--- src/rtl/sertx_pkg.sv ---
package sertx_pkg;
  typedef enum logic [1:0] {
    ST_IDLE = 2'd0,
    ST_PRE  = 2'd1,
    ST_DATA = 2'd2
  } tx_state_t;
endpackage

--- src/rtl/sertx_cfg.sv ---
module sertx_cfg (
  input  logic clk,
  input  logic rst,
  input  logic cfg_we,
  input  logic cfg_mod_en,
  input  logic cfg_tx_en,
  input  logic idle_take,
  output logic mod_en,
  output logic tx_en,
  output logic idle_pend
);
  logic te_rise;

  // a 0->1 transmit-enable write that is accepted
  assign te_rise = cfg_we && cfg_mod_en && mod_en && cfg_tx_en && !tx_en;

  always_ff @(posedge clk) begin
    if (rst) begin
      mod_en    <= 1'b0;
      tx_en     <= 1'b0;
      idle_pend <= 1'b0;
    end else begin
      if (cfg_we) begin
        if (!cfg_mod_en) begin
          mod_en <= 1'b0;
          tx_en  <= 1'b0;
        end else begin
          mod_en <= 1'b1;
          if (mod_en) tx_en <= cfg_tx_en;
        end
      end
      if (!mod_en || (cfg_we && !cfg_mod_en)) idle_pend <= 1'b0;
      else if (te_rise)                      idle_pend <= 1'b1;
      else if (idle_take)                    idle_pend <= 1'b0;
    end
  end

  assert_te_gate_R2: assert property (@(posedge clk) disable iff (rst)
    $rose(tx_en) |-> $past(mod_en));
  assert_te_clear_R2: assert property (@(posedge clk) disable iff (rst)
    !mod_en |-> !tx_en);
endmodule

--- src/rtl/sertx_bitclk.sv ---
module sertx_bitclk #(
  parameter int TICKS_PER_BIT = 16
) (
  input  logic clk,
  input  logic rst,
  input  logic run,
  input  logic tick,
  output logic bit_end
);
  localparam int SUB_W = (TICKS_PER_BIT > 2) ? $clog2(TICKS_PER_BIT) : 1;
  localparam logic [SUB_W-1:0] SUB_LAST = SUB_W'(TICKS_PER_BIT - 1);

  logic [SUB_W-1:0] sub_q;

  always_ff @(posedge clk) begin
    if (rst || !run)  sub_q <= '0;
    else if (tick)    sub_q <= (sub_q == SUB_LAST) ? '0 : sub_q + SUB_W'(1);
  end

  assign bit_end = run && tick && (sub_q == SUB_LAST);

  assert_tick_hold_R11: assert property (@(posedge clk) disable iff (rst)
    (run && !tick) |=> (sub_q == $past(sub_q)));
  assert_sub_clear_R11: assert property (@(posedge clk) disable iff (rst)
    !run |=> (sub_q == '0));
endmodule

--- src/rtl/sertx_engine.sv ---
module sertx_engine
  import sertx_pkg::*;
#(
  parameter int DATA_W = 9
) (
  input  logic              clk,
  input  logic              rst,
  input  logic              mod_en,
  input  logic              tx_en,
  input  logic              idle_pend,
  input  logic              nine_bit,
  input  logic              dat_we,
  input  logic [DATA_W-1:0] dat_in,
  input  logic              bit_end,
  output logic              idle_take,
  output logic              run,
  output logic              txd,
  output logic              dat_empty
);
  localparam int FRM_W = DATA_W + 2;
  localparam int CNT_W = $clog2(FRM_W);
  localparam logic [CNT_W-1:0] LAST_L = CNT_W'(FRM_W - 1);
  localparam logic [CNT_W-1:0] LAST_S = CNT_W'(FRM_W - 2);

  tx_state_t         state_q;
  logic [FRM_W-1:0]  shreg_q;
  logic [CNT_W-1:0]  bitcnt_q;
  logic [DATA_W-1:0] dat_q;
  logic              txd_q;
  logic              empty_q;

  logic [FRM_W-1:0]  frame;
  logic [CNT_W-1:0]  last_idx;
  logic              frame_last, boundary, go_pre, go_data, load;

  always_comb begin
    if (nine_bit) begin
      frame    = {1'b1, dat_q, 1'b0};
      last_idx = LAST_L;
    end else begin
      frame    = {2'b11, dat_q[DATA_W-2:0], 1'b0};
      last_idx = LAST_S;
    end
  end

  assign frame_last = bit_end && (bitcnt_q == last_idx);
  assign boundary   = (state_q == ST_IDLE) || frame_last;
  assign go_pre     = tx_en && idle_pend;
  assign go_data    = tx_en && !idle_pend && !empty_q;
  assign idle_take  = mod_en && boundary && go_pre;
  assign load       = mod_en && boundary && go_data;
  assign run        = (state_q != ST_IDLE);
  assign txd        = txd_q;
  assign dat_empty  = empty_q;

  // holding register
  always_ff @(posedge clk) begin
    if (rst) begin
      dat_q   <= '0;
      empty_q <= 1'b1;
    end else if (dat_we) begin
      dat_q   <= dat_in;
      empty_q <= 1'b0;
    end else if (load) begin
      empty_q <= 1'b1;
    end
  end

  // sequencer and shifter
  always_ff @(posedge clk) begin
    if (rst) begin
      state_q  <= ST_IDLE;
      shreg_q  <= '0;
      bitcnt_q <= '0;
      txd_q    <= 1'b1;
    end else if (!mod_en) begin
      state_q  <= ST_IDLE;
      bitcnt_q <= '0;
      txd_q    <= 1'b1;
    end else if (boundary) begin
      bitcnt_q <= '0;
      if (go_pre) begin
        state_q <= ST_PRE;
        txd_q   <= 1'b1;
      end else if (go_data) begin
        state_q <= ST_DATA;
        txd_q   <= frame[0];
        shreg_q <= frame >> 1;
      end else begin
        state_q <= ST_IDLE;
        txd_q   <= 1'b1;
      end
    end else if (bit_end) begin
      bitcnt_q <= bitcnt_q + CNT_W'(1);
      if (state_q == ST_DATA) begin
        txd_q   <= shreg_q[0];
        shreg_q <= shreg_q >> 1;
      end else begin
        txd_q   <= 1'b1;
      end
    end
  end

  assert_empty_write_R6: assert property (@(posedge clk) disable iff (rst)
    dat_we |=> !empty_q);
  assert_ones_outside_frame_R3: assert property (@(posedge clk) disable iff (rst)
    (state_q != ST_DATA) |-> txd_q);
  assert_modoff_idle_R10: assert property (@(posedge clk) disable iff (rst)
    !mod_en |=> (state_q == ST_IDLE) && txd_q);
  assert_bitcnt_range_R4: assert property (@(posedge clk) disable iff (rst)
    bitcnt_q <= LAST_L);
endmodule

--- src/rtl/sertx_top.sv ---
module sertx_top #(
  parameter int DATA_W        = 9,
  parameter int TICKS_PER_BIT = 16
) (
  input  logic              clk,
  input  logic              rst,
  input  logic              cfg_we,
  input  logic              cfg_mod_en,
  input  logic              cfg_tx_en,
  input  logic              nine_bit,
  input  logic              dat_we,
  input  logic [DATA_W-1:0] dat_in,
  input  logic              baud_tick,
  output logic              dat_empty,
  output logic              txd
);
  logic mod_en, tx_en, idle_pend, idle_take, run, bit_end;

  sertx_cfg u_cfg (
    .clk        (clk),
    .rst        (rst),
    .cfg_we     (cfg_we),
    .cfg_mod_en (cfg_mod_en),
    .cfg_tx_en  (cfg_tx_en),
    .idle_take  (idle_take),
    .mod_en     (mod_en),
    .tx_en      (tx_en),
    .idle_pend  (idle_pend)
  );

  sertx_bitclk #(.TICKS_PER_BIT(TICKS_PER_BIT)) u_bitclk (
    .clk     (clk),
    .rst     (rst),
    .run     (run),
    .tick    (baud_tick),
    .bit_end (bit_end)
  );

  sertx_engine #(.DATA_W(DATA_W)) u_engine (
    .clk       (clk),
    .rst       (rst),
    .mod_en    (mod_en),
    .tx_en     (tx_en),
    .idle_pend (idle_pend),
    .nine_bit  (nine_bit),
    .dat_we    (dat_we),
    .dat_in    (dat_in),
    .bit_end   (bit_end),
    .idle_take (idle_take),
    .run       (run),
    .txd       (txd),
    .dat_empty (dat_empty)
  );
endmodule

--- config.mk ---
export PLATFORM = sky130hd
export DESIGN_NAME = sertx_top
export DESIGN_NICKNAME = d
export VERILOG_FILES = /design/src/rtl/sertx_pkg.sv /design/src/rtl/sertx_cfg.sv /design/src/rtl/sertx_bitclk.sv /design/src/rtl/sertx_engine.sv /design/src/rtl/sertx_top.sv
export SDC_FILE = /design/constraint.sdc
export NUM_CORES = 1
export LEC_CHECK = 0
export BUFFER_PORTS_ARGS = -buffer_cell sky130_fd_sc_hd__buf_4
export CORE_ASPECT_RATIO = 0.5
export CORE_MARGIN = 2
export CORE_UTILIZATION = 50
export DETAILED_ROUTE_END_ITERATION = 10
export GPL_TIMING_DRIVEN = 0
export PLACE_DENSITY = 0.7
export SLEW_MARGIN = 30
export SYNTH_ARGS = -nofsm -noshare
export SYNTH_HDL_FRONTEND = slang
export SYNTH_SLANG_ARGS = --single-unit
--- constraint.sdc ---
create_clock -name clk -period 4.1 [get_ports clk]
set_input_delay 0.615 -clock clk [delete_from_list [all_inputs] [get_ports clk]]
set_output_delay 0.615 -clock clk [all_outputs]
set_load 0.01 [all_outputs]
==> results summary <==
The flow ran to the end, and the final reports show no timing, DRC or antenna violations. The number of warnings issued by yosys came out at 0. The count of antenna-violating nets left after detailed routing is 0. The critical path launch point type is a flip-flop. The storage element area is slightly below 700 um2. The highest ir drop seen on vdd came out at between 0.2 and 0.3 mV. The share of cells above drive strength 1 is 17.3%. The number of buffers added by the clock tree synthesis step came out at 5.

The worst-case hold slack is 0.464 ns. The primary flip-flop cell chosen by synthesis mapping is sky130_fd_sc_hd__dfxtp_1. The CTS tree is yes. In this run the worst hold path is classified as flip-flop to flip-flop.

Summing every instance area after synthesis gives 1500 um2. The power consumption is 0.690 mW. The worst path uses a little under three fifths of the clock period. STA classifies the critical path endpoint as a flip-flop.

The quantity of I/O buffers inserted on ports is 17. The area growth from synthesis to layout is 19.1%. The routed wire length is between 2 and 3 mm. Across the run, the number of max-cap violations was 0. The final hold violation count is 0. In this run, synthesis inferred 0 flip-flops with an integrated enable. In this run the power density over the cells is around 380 nW/um2. The floorplan step set the die width to 81.6 um.

The endpoint arrival time on the critical path came out at about 2.5 ns. The routed via count divided by cell count is 5.46. The share of Yosys cell area claimed by the top area cell type is 45.3%. Synthesis produced 160 cells. The number of fill cells is 227. The final routed DRC violation total came out at 0.

The delay of the slowest cell on the worst path came out at between 0.4 and 0.5 ns. The floorplan step defined a core boundary enclosing approximately 2700 um2. The count of pins on the block boundary came out at 19. Each instance of the synthesized netlist takes up on average 9.40 um2.

The register area share after synthesis came out at between 40% and 50%. The largest area contributor in the netlist is sky130_fd_sc_hd__dfxtp_1. The number of gates resized after cts came out at 0.

The clock-pin transition on the worst setup and hold timing paths came out at 0.07 ns. The number of optimization iterations in the first detailed-route pass is 4. The number of synthesized register bits is 34. At the end of the flow the core is filled with cells to 66.0%. The worst setup path is of the flip-flop to flip-flop kind.

The combined global-route utilization of all metal layers is 19.0%. The biggest fanout along the worst timing path came out at 10. The height of the die is 42.8 um.

The final sum of negative setup slack came out at 0 ns. The share of synthesized registers carrying an async set or reset came out at 0%. The net count reported at finish came out at 203.

Together, buffers and inverters on the worst path number 1. In this run the deepest clock path goes through 2 buffers. The first global-routing pass estimated 4.92 mm of wire. The pin count of the biggest net entering global routing is 13. The area of the multi-input gates came out at 768 um2. The count of final max-slew check failures is 0. The count of cell types in the netlist came out at 36. The count of vias placed by the detailed router is 1213. Traced cell by cell, the critical path runs through ha_1 -> nand4_1 -> a211o_1 -> o31ai_4 -> or2_1 -> buf_6 -> mux2i_1. The setup fix buffers added after clock tree synthesis is 0.

At the end of routability-driven placement, the weighted congestion stood at 0.746. Setup repair after global routing left no endpoint under its margin. The count of hold buffers inserted by post-cts repair came out at 0.

The reported leakage power came out at 0.687 nW. The number of antenna repair diodes came out at 0. The initial antenna violation count came out at 0. The worst endpoint required time is 4.32 ns.

The sink count of the clock tree came out at 34. The detailed-route wire length per cell came out at 13.4 um. The largest individual stage delay along the critical path comes from the cell sky130_fd_sc_hd__o31ai_4. The post-layout minimum cycle time came out at roughly 2.3 ns. The area of the die is between 3000 and 4000 um2. The post-synth net total came out at 179. The root cell of the clock tree is sky130_fd_sc_hd__clkbuf_8.

The placement row count came out at 13. The via count of the first global-routing pass came to approximately 1100. The initial standard-cell utilization of the core is between 50% and 60%. By area the synthesized netlist is led by sky130_fd_sc_hd__dfxtp_1, sky130_fd_sc_hd__mux2i_1, sky130_fd_sc_hd__a21oi_1. The cell family contributing the most delay on the critical path is compound AO/OA/AOI/OAI gates. Setup violations remaining at the end of the flow were counted as 0. The wire-length estimate of the detail-placed layout is ~2 mm.

After global routing the overflow that remains totals 0. The number of levels in the clock H-tree is 2. The maximum frequency from static timing analysis came out at 439 MHz. The normalized max-slew margin came out at 48.9%. The clock latency of the later-clocked register in the worst-skew pair came out at 0.29 ns. For the pin with the worst max-slew slack, the measured transition is 0.766 ns. The count of routing violations after the opening detailed-route iteration came out at between 40 and 50.

The final worst clock skew is 0.00751 ns.
-- worst reg2reg max path: cells and delay by family, from the launching register on --
kind | cells | cell delay (ns)
mux | 1 | 0.18
simple gates | 2 | 0.41
compound gates | 2 | 0.89
fa+ha+maj | 1 | 0.22
flops | 1 | 0.38
buf+inv | 1 | 0.14
-- stage by stage --
step | instance area, um2 | cells | worst slack, ns
global route | 1790 | 222 | 1.64
floorplan | 1500 | 160 | 1.85
finish | 1790 | 222 | 1.82
global placement | 1680 | 214 | 1.56
CTS | 1790 | 222 | 1.83
detailed placement | 1680 | 214 | 1.56
-- power breakdown --
group / internal, mW / switching, mW / leakage [nW]
Clock: 0.181 / 0.128 / 0.0504
Sequential: 0.337 / 0.00330 / 0.276
Combinational: 0.0211 / 0.0200 / 0.360
-- placed cells by master (no fill, tap or decap), types with 2 or more instances in the layout --
cell	netlist	final
sky130_fd_sc_hd__dfxtp_1	34	34
sky130_fd_sc_hd__mux2i_1	20	20
sky130_fd_sc_hd__nor2_1	17	17
sky130_fd_sc_hd__buf_4	0	17
sky130_fd_sc_hd__a21oi_1	15	15
sky130_fd_sc_hd__nand2_1	10	10
sky130_fd_sc_hd__o31ai_1	8	8
sky130_fd_sc_hd__nand4_1	5	5
sky130_fd_sc_hd__o21ai_0	5	5
sky130_fd_sc_hd__clkbuf_8	0	5
sky130_fd_sc_hd__clkbuf_1	4	4
sky130_fd_sc_hd__inv_1	4	4
sky130_fd_sc_hd__xor2_1	4	4
sky130_fd_sc_hd__nor3_1	4	4
sky130_fd_sc_hd__nor4_1	3	3
sky130_fd_sc_hd__or3b_1	2	2
sky130_fd_sc_hd__or2_2	2	2
sky130_fd_sc_hd__xnor2_1	2	2
sky130_fd_sc_hd__ha_1	2	2
sky130_fd_sc_hd__clkinvlp_4	0	2
-- sequential cells by signal, indices dropped and copies added (netlist names) --
register / flops
u_cfg.idle_pend: 1
u_engine.txd: 1
u_cfg.mod_en: 1
u_cfg.tx_en: 1
u_engine.dat_empty: 1
u_engine.shreg_q: 10
u_engine.bitcnt_q: 4
u_engine.dat_q: 9
u_engine.state_q: 2
u_bitclk.sub_q: 4
-- routing by layer --
metal | vias to the layer above | part of all wire, % | GRT usage (%)
li1 | 633 | - | -
met1 | 557 | 53 | 26.2
met2 | 18 | 42 | 27.2
met3 | 5 | 4.0 | 7.02
met4 | 0 | 1.2 | 6.10
met5 | - | 0 | 0
-- cells in the mapped netlist, drive strengths merged, types with 2 or more instances --
cell,n
nor4,3
nor3,4
o31ai,9
nand4,5
or3b,2
or2,3
a21oi,15
dfxtp,34
nand2,10
mux2i,20
buf,3
o21ai,5
clkbuf,5
nor2,17
xnor2,2
ha,2
xor2,4
inv,4
-- path summary, 6_finish.rpt --
kind | slack, ns | cells after the start | start | endpoint
max | 1.82 | 7 | u_bitclk.sub_q[0]$_SDFFE_PP0P_ | u_engine.shreg_q[8]$_SDFFE_PP0P_
min reg2reg | 0.46 | 2 | u_engine.shreg_q[8]$_SDFFE_PP0P_ | u_engine.shreg_q[8]$_SDFFE_PP0P_
max reg2reg | 1.82 | 7 | u_bitclk.sub_q[0]$_SDFFE_PP0P_ | u_engine.shreg_q[8]$_SDFFE_PP0P_
min | 0.46 | 2 | u_engine.shreg_q[8]$_SDFFE_PP0P_ | u_engine.shreg_q[8]$_SDFFE_PP0P_
-- cell families after synthesis --
kind of cell               count (synthesis)  synth area share (%)
adders and majority gates                  2                  1.66
DFF                                       34                  45.3
buffers and inverters                     12                  3.66
xor gates and xnor gates                   6                  3.49
and+or+nand+nor                           50                  16.7
AOI/OAI and AO/OA                         36                  15.9
muxes                                     20                  13.3
-- final cells by class --
| type | instances | share of cell area, % |
|---|---|---|
| Timing Repair Buffer | 17 | 7.12 |
| Clock inverter | 3 | 2.51 |
| Buffer | 8 | 2.23 |
| Tap cell | 37 | 2.58 |
| Inverter | 4 | 0.838 |
| Clock buffer | 5 | 3.84 |
| Multi-Input combinational cell | 114 | 42.9 |
| Sequential cell | 34 | 38.0 |
(Power assumes the default switching activity.)
